[src/rtl/mulacc_pkg.sv]
package mulacc_pkg;

  typedef enum logic [1:0] {
    ST_IDLE = 2'd0,
    ST_MUL  = 2'd1,
    ST_FIN  = 2'd2
  } mulacc_state_t;

  typedef struct packed {
    logic load;
    logic step;
    logic finish;
  } mulacc_strobe_t;

endpackage

[src/rtl/mulacc_ctrl.sv]
module mulacc_ctrl
  import mulacc_pkg::*;
#(
  parameter int STEPS = 4
) (
  input  logic           clk,
  input  logic           rst,
  input  logic           inValid,
  output logic           inReady,
  output mulacc_strobe_t strb,
  output logic           outValid
);

  localparam int CNT_W = (STEPS > 1) ? $clog2(STEPS) : 1;

  mulacc_state_t state;
  logic [CNT_W-1:0] stepCnt;

  assign inReady     = (state == ST_IDLE);
  assign strb.load   = inReady && inValid;
  assign strb.step   = (state == ST_MUL);
  assign strb.finish = (state == ST_FIN);

  always_ff @(posedge clk) begin
    if (rst) begin
      state    <= ST_IDLE;
      stepCnt  <= '0;
      outValid <= 1'b0;
    end else begin
      outValid <= strb.finish;
      unique case (state)
        ST_IDLE: begin
          if (strb.load) begin
            state   <= ST_MUL;
            stepCnt <= '0;
          end
        end
        ST_MUL: begin
          if (stepCnt == CNT_W'(STEPS - 1)) begin
            state <= ST_FIN;
          end else begin
            stepCnt <= stepCnt + 1'b1;
          end
        end
        ST_FIN: state <= ST_IDLE;
        default: state <= ST_IDLE;
      endcase
    end
  end

endmodule

[src/rtl/mulacc_dp.sv]
module mulacc_dp
  import mulacc_pkg::*;
#(
  parameter int XLEN    = 64,
  parameter int WORD_W  = 32,
  parameter int DIGIT_W = 8
) (
  input  logic             clk,
  input  logic             rst,
  input  mulacc_strobe_t   strb,
  input  logic [XLEN-1:0]  opA,
  input  logic [XLEN-1:0]  opB,
  input  logic [XLEN-1:0]  opAcc,
  input  logic             subSel,
  input  logic             mode64,
  output logic [XLEN-1:0]  result
);

  localparam int PROD_W = WORD_W + DIGIT_W;

  logic [WORD_W-1:0] mcand;
  logic [WORD_W-1:0] mplier;
  logic [WORD_W-1:0] accWord;
  logic [WORD_W-1:0] prodSum;
  logic              subR;
  logic              wideR;

  logic [PROD_W-1:0] digitProd;
  logic [WORD_W-1:0] combWord;
  logic [XLEN-1:0]   resNext;

  // one multiplier digit times the shifted multiplicand, truncated to a word
  assign digitProd = {{DIGIT_W{1'b0}}, mcand} * {{WORD_W{1'b0}}, mplier[DIGIT_W-1:0]};
  assign combWord  = subR ? (accWord - prodSum) : (accWord + prodSum);

  generate
    if (XLEN > WORD_W) begin : g_extend
      assign resNext = wideR ? {{(XLEN-WORD_W){combWord[WORD_W-1]}}, combWord}
                             : {{(XLEN-WORD_W){1'b0}}, combWord};
    end else begin : g_plain
      assign resNext = combWord;
    end
  endgenerate

  always_ff @(posedge clk) begin
    if (rst) begin
      mcand   <= '0;
      mplier  <= '0;
      accWord <= '0;
      prodSum <= '0;
      subR    <= 1'b0;
      wideR   <= 1'b0;
      result  <= '0;
    end else begin
      if (strb.load) begin
        mcand   <= opA[WORD_W-1:0];
        mplier  <= opB[WORD_W-1:0];
        accWord <= opAcc[WORD_W-1:0];
        prodSum <= '0;
        subR    <= subSel;
        wideR   <= mode64;
      end
      if (strb.step) begin
        prodSum <= prodSum + digitProd[WORD_W-1:0];
        mcand   <= mcand << DIGIT_W;
        mplier  <= mplier >> DIGIT_W;
      end
      if (strb.finish) begin
        result <= resNext;
      end
    end
  end

endmodule

[src/rtl/mulacc_unit.sv]
module mulacc_unit
  import mulacc_pkg::*;
#(
  parameter int XLEN    = 64,
  parameter int WORD_W  = 32,
  parameter int DIGIT_W = 8
) (
  input  logic            clk,
  input  logic            rst,
  input  logic            inValid,
  output logic            inReady,
  input  logic            subSel,
  input  logic            mode64,
  input  logic [XLEN-1:0] opA,
  input  logic [XLEN-1:0] opB,
  input  logic [XLEN-1:0] opAcc,
  output logic            outValid,
  output logic [XLEN-1:0] outResult
);

  localparam int STEPS = WORD_W / DIGIT_W;

  mulacc_strobe_t strb;

  mulacc_ctrl #(.STEPS(STEPS)) u_ctrl (
    .clk      (clk),
    .rst      (rst),
    .inValid  (inValid),
    .inReady  (inReady),
    .strb     (strb),
    .outValid (outValid)
  );

  mulacc_dp #(.XLEN(XLEN), .WORD_W(WORD_W), .DIGIT_W(DIGIT_W)) u_dp (
    .clk    (clk),
    .rst    (rst),
    .strb   (strb),
    .opA    (opA),
    .opB    (opB),
    .opAcc  (opAcc),
    .subSel (subSel),
    .mode64 (mode64),
    .result (outResult)
  );

endmodule

[config.mk]
export PLATFORM = sky130hd
export DESIGN_NAME = mulacc_unit
export DESIGN_NICKNAME = d
export VERILOG_FILES = /design/src/rtl/mulacc_pkg.sv /design/src/rtl/mulacc_ctrl.sv /design/src/rtl/mulacc_dp.sv /design/src/rtl/mulacc_unit.sv
export SDC_FILE = /design/constraint.sdc
export NUM_CORES = 1
export LEC_CHECK = 0
export BUFFER_PORTS_ARGS = -buffer_cell sky130_fd_sc_hd__buf_2
export CAP_MARGIN = 0
export CORE_MARGIN = 3
export CORE_UTILIZATION = 50
export CTS_CLUSTER_DIAMETER = 150
export DETAILED_ROUTE_END_ITERATION = 7
export PLACE_DENSITY = 0.73
export SLEW_MARGIN = 20
export SYNTH_ARGS = -nofsm -noshare
export SYNTH_HDL_FRONTEND = slang
export SYNTH_SLANG_ARGS = --single-unit
[constraint.sdc]
create_clock -name clk -period 6.4 [get_ports clk]
set_input_delay 0 -clock clk [delete_from_list [all_inputs] [get_ports clk]]
set_output_delay 0 -clock clk [all_outputs]
set_load 0.02 [all_outputs]
==> reports/results.txt <==
Crit Reg-Reg Startpoint -> u_dp.mplier[1]
Std-Cell Rows -> 64
R2r setup slk -> 0.79 ns
Initial antenna violation count -> 0
Reg2reg end -> u_dp.prodSum[29]
Pwr Density -> 200.3 nW/um2
Clk_skew -> 0.01253 ns
Critical Path Fanout Max -> 19
Met3 usage -> 5.970%
CP Launch Type -> flip-flop
Maxcap violations -> 0
Starting Density -> 51.55%
Cells after Synth -> 1971
Hold wc startpoint -> rst
Top Usage Layer GRT -> met2
DRC viols -> 0
Detailed-route via count -> 13720
Slew Limit Fails -> 0
Commonest non-fill, non-tap cell in the layout -> nand2_1
CP dominant cell by count -> fa_1
Pin count of the biggest net entering global routing -> 81
Core Area -> 31070 um2
Setup repair bufs after CTS -> 0
Longest Clk Path Bufs -> 2
Die H -> 185.0 um
CP arrival -> 5.95 ns
Final setup viols -> 0
Root Driver -> clkbuf_16
Crit end category -> flip-flop
Outcome -> finished, final reports clean
Non-Filler Instances -> 2530
Setup CP Type -> flip-flop to flip-flop
Slowest CP cell -> dfxtp_1
Nets -> 2580
Mapped Avg Cell Area -> 8.127 um2
Post-route ant nets -> 0
Critical path required time -> 6.74 ns
Count of different cell masters after synthesis -> 64
WHS Endpoint -> u_ctrl.stepCnt[0]
Mapped Area -> 16020 um2
H-Tree Depth -> 4
Tmin final -> 5.606 ns
1st-iter DRT viols -> 1096
Fill count -> 2720
GRT Residual Overflow -> 0
Post-synth EDFFs -> 0
RSZ-0062 raised after global routing -> no
GR Util met1 -> 34.61%
DR vias/cell -> 5.422
First-pass GRT wire length -> 69.27 mm
Synth Flop Type -> dfxtp_1
Slew headroom -> 29.07%
Share of cells above drive strength 1 -> 10.73%
Max Clk Rate -> 178.4 MHz
P&R area growth vs syn -> 15.11%
Hold_buf cts -> 98
Clk slew on worst S/H paths -> 0.08 ns
DPL Wire Length -> 29.98 mm
Vias in the first global route -> 13930
CTS resizes -> 0
Worst-Margin Slew -> 1.063 ns
Setup_tns -> 0 ns
Clk sinks -> 168
Die width -> 185.0 um
Worst reg-to-reg path cell count -> 18
Overall global routing resource usage -> 25.01%
Final worst-path cycle share -> 87.60%
I/O Pins -> 263
Worst-path cell chain -> buf_4, nand2_1, fa_1, inv_1, fa_1, fa_1, inv_1, fa_1, inv_1, ha_1, o21ai_0, o21ai_0, nand3_1, a31oi_1, a41oi_1, a21oi_1, xor2_1, a22o_1
Post-Place Cells -> 2401
Hold Vio Cnt, Final -> 0
Die area -> 34220 um2
CTS buffer count -> 17
Syn nets -> 2429
VDD IR max -> 0.1927 mV
Syn. warnings -> 0
TritonRoute pass-1 iters -> 6
Routed WL -> 41.82 mm
Worst hold path type -> input pin to flip-flop
GRT met2 Usage -> 39.87%
Static leakage -> 8.579 nW
CTS tree -> done
Synth Register Bits -> 168
Wire per inst -> 16.53 um
Later-pin clock latency in the skew report -> 0.45 ns
GPL Wtd Cong -> 0.9019
Port bufs -> 166
Most frequent cells in the layout -> 321 x nand2_1, 259 x inv_1, 199 x a21oi_1, 187 x fa_1, 167 x dfxtp_1
Max incr delay on CP -> 0.87 ns
Register area share after synthesis -> 21.00%
Hold path cells -> 2
# diodes -> 0
Ys async rst share -> 0%
metrics by stage:
step	hold slack, ns	setup WS [ns]	utilization (%)	instance area (um2)	power [mW]
global route	0.07594	0.5168	59.35	18440	3.922
floorplan	0.1360	1.466	-	16020	2.194
global placement	0.2406	0.9425	54.10	16810	2.458
finish	0.06670	0.7937	59.35	18440	3.694
detailed placement	0.2470	0.8853	54.10	16810	2.494
CTS	0.05207	0.8636	59.34	18440	3.685
metal layers:
| layer | vias to the layer above | wire, um |
|---|---|---|
| met4 | 0 | 634 |
| met2 | 554 | 18640 |
| li1 | 6605 | - |
| met1 | 6503 | 19080 |
| met3 | 55 | 3459 |
| met5 | - | 0 |
sequential cells by signal, indices dropped and copies added, names as in the netlist:
signal	cells
u_dp.wideR	1
u_dp.result	33
u_dp.mcand	32
u_dp.mplier	32
u_ctrl.state	2
u_dp.subR	1
u_ctrl.stepCnt	2
u_dp.prodSum	32
u_dp.accWord	32
u_ctrl.outValid	1
final cells by class:
| type | instances | area (um2) | share of cell area (%) |
|---|---|---|---|
| Clock inverter | 13 | 209.0 | 1.133 |
| Clock buffer | 18 | 439.2 | 2.382 |
| Sequential cell | 168 | 3364 | 18.25 |
| Inverter | 259 | 972.2 | 5.272 |
| Timing Repair Buffer | 279 | 1927 | 10.45 |
| Tap cell | 396 | 495.5 | 2.687 |
| Multi-Input combinational cell | 1397 | 11030 | 59.83 |
synth_stat cells (all sizes together) (4+ instances only):
cell type / number / share of area [%]
a22oi: 51 / 2.4
ha: 74 / 5.8
nor2: 57 / 1.3
a21o: 28 / 1.3
inv: 259 / 6.1
and3: 14 / 0.58
dfxtp: 168 / 21
xor2: 22 / 1.2
a211oi: 17 / 0.80
a21oi: 199 / 6.2
nor2b: 8 / 0.31
o22ai: 4 / 0.16
buf: 46 / 1.8
o21ai: 36 / 1.1
and2: 151 / 5.9
nand3: 36 / 1.1
clkbuf: 101 / 2.4
o21bai: 8 / 0.37
a41oi: 4 / 0.22
nor3: 20 / 0.62
mux2i: 4 / 0.25
nand2: 322 / 7.5
a31oi: 18 / 0.80
nor3b: 5 / 0.23
nand4: 4 / 0.16
nand2b: 5 / 0.20
fa: 187 / 23
nor4: 7 / 0.37
xnor2: 69 / 3.9
o21a: 4 / 0.19
worst max-delay path by stage:
stage	start	endpoint	cells past startpoint
6_report	u_dp.mplier[1]	u_dp.prodSum[29]	18
5_1_grt	u_dp.mplier[5]	u_dp.prodSum[29]	17
4_1_cts	u_dp.mplier[1]	u_dp.prodSum[29]	18
3_5_place_dp	u_dp.mplier[1]	u_dp.prodSum[29]	18
3_3_place_gp	u_dp.mplier[1]	u_dp.prodSum[29]	18
2_1_floorplan	u_dp.mplier[0]	u_dp.prodSum[24]	20
cells by family (layout without fill, tap and decap cells):
logic type      Yosys count  count (layout)  share of synthesized area, %
simple gates            645             645                         19.18
buf+inv                 406             569                         10.24
compound gates          396             396                         15.09
fa+ha+maj               261             261                         29.15
flops                   168             168                         21.00
xor+xnor                 91              91                         5.093
mux                       4               4                        0.2500
report_power, final:
| group | switching (mW) | internal (mW) | total (mW) |
|---|---|---|---|
| clock network | 0.475 | 0.677 | 1.15 |
| registers | 0.0955 | 1.10 | 1.19 |
| logic | 0.767 | 0.583 | 1.35 |
critical path, delay by kind of cell, from the launching register on:
kind / cells / cell delay [ns]
buf+inv: 4 / 0.43
flops: 1 / 0.87
simple gates: 2 / 0.25
compound gates: 6 / 1.50
xor+xnor: 1 / 0.09
fa+ha+maj: 5 / 2.34
No activity file was read; power rests on OpenSTA's default activity.
